`src/rtl/cfgdma_pkg.sv`:
```
package cfgdma_pkg;
  timeunit 1ns; timeprecision 1ps;

  localparam int          PTR_W    = 64;
  localparam logic [31:0] FEAT_VAL = 32'h0000_0002;
  localparam int          CTL_READ = 1;
  localparam int          CTL_SKIP = 2;

  typedef enum logic [1:0] {
    RA_FEATURE = 2'd0,
    RA_SELECT  = 2'd1,
    RA_PTR_HI  = 2'd2,
    RA_PTR_LO  = 2'd3
  } reg_addr_e;

  typedef enum logic [2:0] {
    S_IDLE, S_FETCH, S_FETCH_WAIT, S_COPY, S_COPY_WAIT, S_STATUS, S_STATUS_WAIT
  } xfer_state_e;

  // swap byte order between bus lanes and a big-endian value
  function automatic logic [31:0] bswap32(input logic [31:0] v);
    return {v[7:0], v[15:8], v[23:16], v[31:24]};
  endfunction

  // length in bytes of an item; selectors beyond the store are empty
  function automatic int unsigned item_len(input int unsigned sel, input int unsigned n,
                                           input int unsigned b);
    if (sel < n) return b - sel * (b / n);
    return 0;
  endfunction

  // content of one item byte
  function automatic logic [7:0] item_byte(input int unsigned sel, input int unsigned off);
    return 8'((sel << 6) ^ (off * 3) ^ 32'h5A);
  endfunction

  function automatic logic [3:0] lane_mask(input logic [1:0] a);
    return 4'b0001 << a;
  endfunction
endpackage

```
`src/rtl/cfgdma_item_store.sv`:
```
module cfgdma_item_store
  import cfgdma_pkg::*;
#(
  parameter int NUM_ITEMS  = 4,
  parameter int ITEM_BYTES = 16,
  parameter int SEL_W      = 8
) (
  input  logic             clk,
  input  logic             rst_n,
  input  logic             sel_wr,
  input  logic [SEL_W-1:0] sel_wdata,
  input  logic             adv,
  input  logic             skip_en,
  input  logic [31:0]      skip_len,
  output logic [SEL_W-1:0] sel_q,
  output logic [31:0]      off_q,
  output logic [7:0]       byte_out
);
  timeunit 1ns; timeprecision 1ps;

  localparam int IDX_W = (NUM_ITEMS  > 1) ? $clog2(NUM_ITEMS)  : 1;
  localparam int OFF_W = (ITEM_BYTES > 1) ? $clog2(ITEM_BYTES) : 1;

  logic [7:0] store_q [NUM_ITEMS][ITEM_BYTES];

  for (genvar gi = 0; gi < NUM_ITEMS; gi++) begin : g_item
    for (genvar gk = 0; gk < ITEM_BYTES; gk++) begin : g_byte
      always_ff @(posedge clk or negedge rst_n) begin
        if (!rst_n) store_q[gi][gk] <= item_byte(gi, gk);
        else        store_q[gi][gk] <= store_q[gi][gk];
      end
    end
  end

  always_ff @(posedge clk or negedge rst_n) begin
    if (!rst_n) begin
      sel_q <= '0;
      off_q <= '0;
    end else if (sel_wr) begin
      sel_q <= sel_wdata;
      off_q <= '0;
    end else if (skip_en) begin
      off_q <= off_q + skip_len;
    end else if (adv) begin
      off_q <= off_q + 32'd1;
    end
  end

  logic [31:0] cur_len;
  logic        in_range;
  assign cur_len  = 32'(item_len(32'(sel_q), NUM_ITEMS, ITEM_BYTES));
  assign in_range = (32'(sel_q) < NUM_ITEMS) && (off_q < cur_len);
  assign byte_out = in_range ? store_q[sel_q[IDX_W-1:0]][off_q[OFF_W-1:0]] : 8'h00;

  p_sel_clears_offset_r10: assert property (@(posedge clk) disable iff (!rst_n)
    sel_wr |=> off_q == 32'd0);
  p_offset_step_r6: assert property (@(posedge clk) disable iff (!rst_n)
    adv && !sel_wr && !skip_en |=> off_q == $past(off_q) + 32'd1);
  p_skip_adds_len_r7: assert property (@(posedge clk) disable iff (!rst_n)
    skip_en && !sel_wr |=> off_q == $past(off_q) + $past(skip_len));
endmodule

```
`src/rtl/cfgdma_regs.sv`:
```
module cfgdma_regs
  import cfgdma_pkg::*;
#(
  parameter int SEL_W = 8
) (
  input  logic             clk,
  input  logic             rst_n,
  input  logic             reg_wr,
  input  logic [1:0]       reg_addr,
  input  logic [31:0]      reg_wdata,
  output logic [31:0]      reg_rdata,
  input  logic             busy,
  input  logic             done,
  input  logic [SEL_W-1:0] sel_q,
  output logic             sel_wr,
  output logic [SEL_W-1:0] sel_wdata,
  output logic             start,
  output logic [PTR_W-1:0] start_ptr
);
  timeunit 1ns; timeprecision 1ps;

  logic [PTR_W-1:0] ptr_q;
  logic             wr_ok;

  assign wr_ok     = reg_wr && !busy;
  assign sel_wr    = wr_ok && (reg_addr == RA_SELECT);
  assign sel_wdata = reg_wdata[SEL_W-1:0];
  assign start     = wr_ok && (reg_addr == RA_PTR_LO);
  assign start_ptr = {ptr_q[PTR_W-1:32], bswap32(reg_wdata)};

  always_ff @(posedge clk or negedge rst_n) begin
    if (!rst_n) begin
      ptr_q <= '0;
    end else if (done) begin
      ptr_q <= '0;
    end else if (wr_ok && reg_addr == RA_PTR_HI) begin
      ptr_q[PTR_W-1:32] <= bswap32(reg_wdata);
    end else if (start) begin
      ptr_q[31:0] <= bswap32(reg_wdata);
    end
  end

  always_comb begin
    unique case (reg_addr)
      RA_FEATURE: reg_rdata = FEAT_VAL;
      RA_SELECT:  reg_rdata = 32'(sel_q);
      RA_PTR_HI:  reg_rdata = bswap32(ptr_q[PTR_W-1:32]);
      default:    reg_rdata = bswap32(ptr_q[31:0]);
    endcase
  end

  p_ptr_zero_after_done_r8: assert property (@(posedge clk) disable iff (!rst_n)
    done |=> ptr_q == '0);
  p_busy_ptr_hold_r11: assert property (@(posedge clk) disable iff (!rst_n)
    busy && !done |=> $stable(ptr_q));
endmodule

```
`src/rtl/cfgdma_xfer.sv`:
```
module cfgdma_xfer
  import cfgdma_pkg::*;
(
  input  logic             clk,
  input  logic             rst_n,
  input  logic             start,
  input  logic [PTR_W-1:0] start_ptr,
  input  logic [7:0]       byte_in,
  output logic             req_valid,
  input  logic             req_ready,
  output logic             req_write,
  output logic [PTR_W-1:0] req_addr,
  output logic [31:0]      req_wdata,
  output logic [3:0]       req_be,
  input  logic             rsp_valid,
  input  logic [31:0]      rsp_rdata,
  input  logic             rsp_err,
  output logic             busy,
  output logic             done,
  output logic             byte_adv,
  output logic             skip_en,
  output logic [31:0]      skip_len
);
  timeunit 1ns; timeprecision 1ps;

  xfer_state_e      st_q;
  logic [PTR_W-1:0] desc_q, tgt_q;
  logic [31:0]      len_q, cnt_q;
  logic [1:0]       widx_q;
  logic             rd_q, sk_q, err_q;

  logic             hs, rsp_ok, rsp_bad, last_word;
  logic [31:0]      fld;
  logic [PTR_W-1:0] copy_addr;

  assign hs        = req_valid && req_ready;
  assign rsp_ok    = rsp_valid && !rsp_err;
  assign rsp_bad   = rsp_valid && rsp_err;
  assign fld       = bswap32(rsp_rdata);
  assign copy_addr = tgt_q + PTR_W'(cnt_q);
  assign last_word = (st_q == S_FETCH_WAIT) && (widx_q == 2'd3) && rsp_ok;

  assign busy     = (st_q != S_IDLE);
  assign done     = (st_q == S_STATUS_WAIT) && rsp_valid;
  assign byte_adv = (st_q == S_COPY) && hs;
  assign skip_en  = last_word && !rd_q && sk_q;
  assign skip_len = len_q;

  always_comb begin
    req_valid = 1'b0;
    req_write = 1'b0;
    req_addr  = desc_q;
    req_wdata = '0;
    req_be    = 4'h0;
    unique case (st_q)
      S_FETCH: begin
        req_valid = 1'b1;
        req_addr  = desc_q + PTR_W'({widx_q, 2'b00});
      end
      S_COPY: begin
        req_valid = 1'b1;
        req_write = 1'b1;
        req_addr  = copy_addr;
        req_wdata = {4{byte_in}};
        req_be    = lane_mask(copy_addr[1:0]);
      end
      S_STATUS: begin
        req_valid = 1'b1;
        req_write = 1'b1;
        req_wdata = bswap32({31'd0, err_q});
        req_be    = 4'hF;
      end
      default: ;
    endcase
  end

  always_ff @(posedge clk or negedge rst_n) begin
    if (!rst_n) begin
      st_q   <= S_IDLE;
      desc_q <= '0;
      tgt_q  <= '0;
      len_q  <= '0;
      cnt_q  <= '0;
      widx_q <= '0;
      rd_q   <= 1'b0;
      sk_q   <= 1'b0;
      err_q  <= 1'b0;
    end else begin
      unique case (st_q)
        S_IDLE: if (start) begin
          desc_q <= start_ptr & ~PTR_W'(3);
          widx_q <= '0;
          err_q  <= 1'b0;
          st_q   <= S_FETCH;
        end
        S_FETCH: if (hs) st_q <= S_FETCH_WAIT;
        S_FETCH_WAIT: begin
          if (rsp_bad) begin
            err_q <= 1'b1;
            st_q  <= S_STATUS;
          end else if (rsp_ok) begin
            widx_q <= widx_q + 2'd1;
            unique case (widx_q)
              2'd0: begin rd_q <= fld[CTL_READ]; sk_q <= fld[CTL_SKIP]; end
              2'd1: len_q <= fld;
              2'd2: tgt_q[PTR_W-1:32] <= fld;
              default: tgt_q[31:0] <= fld;
            endcase
            if (widx_q == 2'd3) begin
              cnt_q <= '0;
              st_q  <= (rd_q && len_q != 32'd0) ? S_COPY : S_STATUS;
            end else begin
              st_q <= S_FETCH;
            end
          end
        end
        S_COPY: if (hs) st_q <= S_COPY_WAIT;
        S_COPY_WAIT: begin
          if (rsp_bad) begin
            err_q <= 1'b1;
            st_q  <= S_STATUS;
          end else if (rsp_ok) begin
            cnt_q <= cnt_q + 32'd1;
            st_q  <= (cnt_q + 32'd1 == len_q) ? S_STATUS : S_COPY;
          end
        end
        S_STATUS: if (hs) st_q <= S_STATUS_WAIT;
        default: if (rsp_valid) st_q <= S_IDLE;
      endcase
    end
  end

  p_req_hold_r12: assert property (@(posedge clk) disable iff (!rst_n)
    req_valid && !req_ready |=> req_valid && $stable(req_addr) && $stable(req_wdata)
                               && $stable(req_be) && $stable(req_write));
  p_err_to_status_r9: assert property (@(posedge clk) disable iff (!rst_n)
    rsp_bad && (st_q == S_FETCH_WAIT || st_q == S_COPY_WAIT) |=> st_q == S_STATUS && err_q);
  p_skip_no_copy_r7: assert property (@(posedge clk) disable iff (!rst_n)
    skip_en |=> st_q == S_STATUS);
  p_copy_bound_r5: assert property (@(posedge clk) disable iff (!rst_n)
    st_q == S_COPY |-> cnt_q < len_q);
endmodule

```
`src/rtl/cfgdma_engine.sv`:
```
module cfgdma_engine
  import cfgdma_pkg::*;
#(
  parameter int NUM_ITEMS  = 4,
  parameter int ITEM_BYTES = 16,
  parameter int SEL_W      = 8
) (
  input  logic        clk,
  input  logic        rst_n,
  input  logic        reg_wr,
  input  logic [1:0]  reg_addr,
  input  logic [31:0] reg_wdata,
  output logic [31:0] reg_rdata,
  output logic        busy,
  output logic        mem_req_valid,
  input  logic        mem_req_ready,
  output logic        mem_req_write,
  output logic [63:0] mem_req_addr,
  output logic [31:0] mem_req_wdata,
  output logic [3:0]  mem_req_be,
  input  logic        mem_rsp_valid,
  input  logic [31:0] mem_rsp_rdata,
  input  logic        mem_rsp_err
);
  timeunit 1ns; timeprecision 1ps;

  logic             done, start, sel_wr, byte_adv, skip_en;
  logic [SEL_W-1:0] sel_q, sel_wdata;
  logic [PTR_W-1:0] start_ptr;
  logic [31:0]      off_q, skip_len;
  logic [7:0]       item_byte_w;

  cfgdma_regs #(.SEL_W(SEL_W)) u_regs (
    .clk(clk), .rst_n(rst_n), .reg_wr(reg_wr), .reg_addr(reg_addr),
    .reg_wdata(reg_wdata), .reg_rdata(reg_rdata), .busy(busy), .done(done),
    .sel_q(sel_q), .sel_wr(sel_wr), .sel_wdata(sel_wdata),
    .start(start), .start_ptr(start_ptr)
  );

  cfgdma_item_store #(.NUM_ITEMS(NUM_ITEMS), .ITEM_BYTES(ITEM_BYTES), .SEL_W(SEL_W)) u_store (
    .clk(clk), .rst_n(rst_n), .sel_wr(sel_wr), .sel_wdata(sel_wdata),
    .adv(byte_adv), .skip_en(skip_en), .skip_len(skip_len),
    .sel_q(sel_q), .off_q(off_q), .byte_out(item_byte_w)
  );

  cfgdma_xfer u_xfer (
    .clk(clk), .rst_n(rst_n), .start(start), .start_ptr(start_ptr), .byte_in(item_byte_w),
    .req_valid(mem_req_valid), .req_ready(mem_req_ready), .req_write(mem_req_write),
    .req_addr(mem_req_addr), .req_wdata(mem_req_wdata), .req_be(mem_req_be),
    .rsp_valid(mem_rsp_valid), .rsp_rdata(mem_rsp_rdata), .rsp_err(mem_rsp_err),
    .busy(busy), .done(done), .byte_adv(byte_adv), .skip_en(skip_en), .skip_len(skip_len)
  );

  p_start_sets_busy_r3: assert property (@(posedge clk) disable iff (!rst_n)
    start |=> busy);
  p_no_select_while_busy_r11: assert property (@(posedge clk) disable iff (!rst_n)
    busy |-> !sel_wr);
  p_idle_offset_quiet_r6: assert property (@(posedge clk) disable iff (!rst_n)
    !busy && !sel_wr |=> $stable(off_q));
endmodule

```
`config.mk`:
```
export PLATFORM = sky130hd
export DESIGN_NAME = cfgdma_engine
export DESIGN_NICKNAME = d
export VERILOG_FILES = /design/src/rtl/cfgdma_pkg.sv /design/src/rtl/cfgdma_item_store.sv /design/src/rtl/cfgdma_regs.sv /design/src/rtl/cfgdma_xfer.sv /design/src/rtl/cfgdma_engine.sv
export SDC_FILE = /design/constraint.sdc
export NUM_CORES = 1
export LEC_CHECK = 0
export BUFFER_PORTS_ARGS = -buffer_cell sky130_fd_sc_hd__buf_2
export CAP_MARGIN = 20
export CORE_MARGIN = 2
export CORE_UTILIZATION = 45
export DETAILED_ROUTE_END_ITERATION = 12
export GPL_TIMING_DRIVEN = 0
export PLACE_DENSITY = 0.63
export SLEW_MARGIN = 5
export SYNTH_ARGS = -nofsm -noshare
export SYNTH_HDL_FRONTEND = slang
export SYNTH_HIERARCHICAL = 1
export SYNTH_SLANG_ARGS = --single-unit
```
`constraint.sdc`:
```
create_clock -name clk -period 14.4 [get_ports clk]
set_input_delay 3.6 -clock clk [delete_from_list [all_inputs] [get_ports clk]]
set_output_delay 3.6 -clock clk [all_outputs]
set_load 0.005 [all_outputs]
```
==> results.md <==
* CP Launch Point: mem_rsp_valid
* Max capacitance violation total at 0
* Relative slew slack at 26.75%
* Drt pass-1 iters at 7
* WP data arrival at 9.26 ns
* Routed via count at 20.84k
* # rows at 82
* Clock skew at 0.03026 ns
* F_max at 113.2 MHz
* Die Span Y at 228.6 µm
* Root buffer cell: clkbuf_16
* Post_cts resized at 0
* IO Pins at 207
* RSZ-0062 raised after global routing: no
* Max-slew violation count at 0
* # setup viols final at 0
* Core area at 0.04997 mm²
* Final Hold Vio Count at 0
* Slew @ Worst Pin at 1.089 ns
* Num CTS Buffers at 38
* WL per Instance at 23.96 µm
* I/O Buffers at 204
* Layout cells sized above 1 at 21.26%
* Post-Syn Area at 0.02269 mm²
* CP endpoint kind: register
* Post-CTS setup buffers at 0
* Clock-pin slew on the worst setup and hold paths at 0.06 ns
* Period utilization at 61.33%
* Die Width at 228.6 µm
* Status: completed
* Largest net degree at the start of global routing at 112
* Setup TNS at 0 ns
* Placer's final routability congestion estimate at 0.9297
* Leakage at 12.45 nW
* Slowest stage cell, crit path: nor4b_2
* Critical R2R Launch: u_xfer/st_q[1]$_DFFE_PN0P_
* PwrDens at 168.8 mW/mm²
* Die area at 0.05224 mm²
* Clk Latency, worst-skew pair at 0.59 ns
* Synthesis-to-finish area growth at 15.09%
* Gr usage total at 31.21%
* Critical Path Fanout Max at 10
* DRT Wirelength at 83,530 µm
* Yosys warns at 6
* CP Launch Type: primary input
* Initial Util at 45.41%
* WP buf/inv at 4
* Worst vdd ir at 0.0001125 V
* Min Tclk post-route at 8.831 ns
* Crit-path leading delay family: simple AND/OR/NAND/NOR gates
* Post-CTS Hold Fix Bufs at 0
* Via density at 5.977
* Gate Count Post-Synth at 2,513
* Fin nets at 2,965
* Most used cell, CP: clkbuf_1
* Drt initial violations at 1,810
* Worst Path Required at 14.83 ns
* Critical Path, Cell by Cell: buf_2 > nor4b_2 > nand2_1 > clkbuf_1 > nor3b_1 > clkbuf_1 > clkbuf_1 > and2_1 > ha_1 > a211oi_2 > o21bai_2 > a221oi_1 > o211ai_1 > a22oi_1 > xor2_1 > o21ai_0
* Antenna violations before repair at 2
* H-tree depth at 2
* CTS sink count at 302
* Worst hold slack at 0.5186 ns
* First-pass GRT wire length at 124,000 µm
* Dpl hpwl at 65,750 µm
* Avg Inst Size Synth at 9.029 µm²
* DRT antenna net count at 0
* Finished Core Util at 52.26%
* Vias in the first global route at 19.92k
* Critical path class: in2reg
* Total chip power at 0.004409 W
* CP max stage delay at 0.77 ns
* HP Class: reg2reg
* DR DRC count at 0
* CTS Buffer Depth at 3
* CTS tree: done
* Total grt overflow at 0
* Worst min-delay path startpoint: u_xfer/tgt_q[10]$_DFFE_PN0P_
==> report_power, final <==
group / internal [W] / switching (W)
Combinational: 0.000762 / 0.00102
Sequential: 0.00114 / 0.000410
Clock: 0.000659 / 0.000421
Total: 0.00256 / 0.00185
==> path summary, 6_finish.rpt <==
kind                                                 end  slack, ns  cells past startpoint
setup / recovery           u_store/off_q[30]$_DFFE_PN0P_       5.57                     16
hold / removal              u_xfer/tgt_q[10]$_DFFE_PN0P_       0.52                      1
setup reg to reg           u_store/off_q[30]$_DFFE_PN0P_       7.81                     17
min in group asynchronous    u_regs/ptr_q[7]$_DFFE_PN0P_       3.04                      1
hold reg to reg             u_xfer/tgt_q[10]$_DFFE_PN0P_       0.52                      1
max in group asynchronous  u_store/off_q[26]$_DFFE_PN0P_      10.29                      2
==> state kept, by name, summed over array words and instances, names as in the netlist <==
signal           cells
u_xfer/skip_len     32
u_xfer/st_q          3
u_xfer/tgt_q        64
u_xfer/err_q         1
u_xfer/desc_q       62
u_store/off_q       32
u_store/sel_q        8
u_xfer/widx_q        2
u_regs/ptr_q        64
u_xfer/sk_q          1
u_xfer/cnt_q        32
u_xfer/rd_q          1
==> cells in the final DEF (no fill, tap or decap), drive strengths merged, types with 13 or more instances in the layout <==
cell type,count
a211oi,16
nand4,46
nand2,193
mux2i,111
inv,42
ha,104
o21ai,139
o21a,14
nor4,37
nor2,122
nor2b,39
and4,14
o22ai,32
xor2,61
conb,27
dfrtp,302
nor3,50
and2,45
xnor2,68
mux2,182
nand2b,108
a21oi,178
clkbuf,150
a31oi,32
nand3,83
a21o,44
o31ai,13
buf,336
and3,54
==> routing by layer <==
metal  wire, µm  GRT usage, %  vias up
met4       2518         9.804        0
met1      38200         45.02    10317
li1           -             -     9579
met2      36470         47.81      808
met5          0             0        -
met3       6333         5.027      133
==> layout make-up <==
class	count	area (µm²)
multi-input cells	1962	13740
plain buffers	237	1340
repair buffers	207	1091
clock buffers	42	1017
inverters	38	147.6
clock inverters	25	374.1
flip-flops and latches	302	7557
well taps	672	840.8
diodes	1	2.502
fillers	4715	23850
==> metrics by stage <==
stage / worst slack [ns] / cells / area, µm²
after floorplan: 6.422 / 2539 / 22790
after global placement: 4.006 / 3415 / 24650
after detailed placement: 5.186 / 3418 / 24720
after CTS: 5.744 / 3485 / 26110
after global routing: 5.279 / 3485 / 26110
final: 5.569 / 3486 / 26110
No activity file was read; power rests on OpenSTA's default activity.
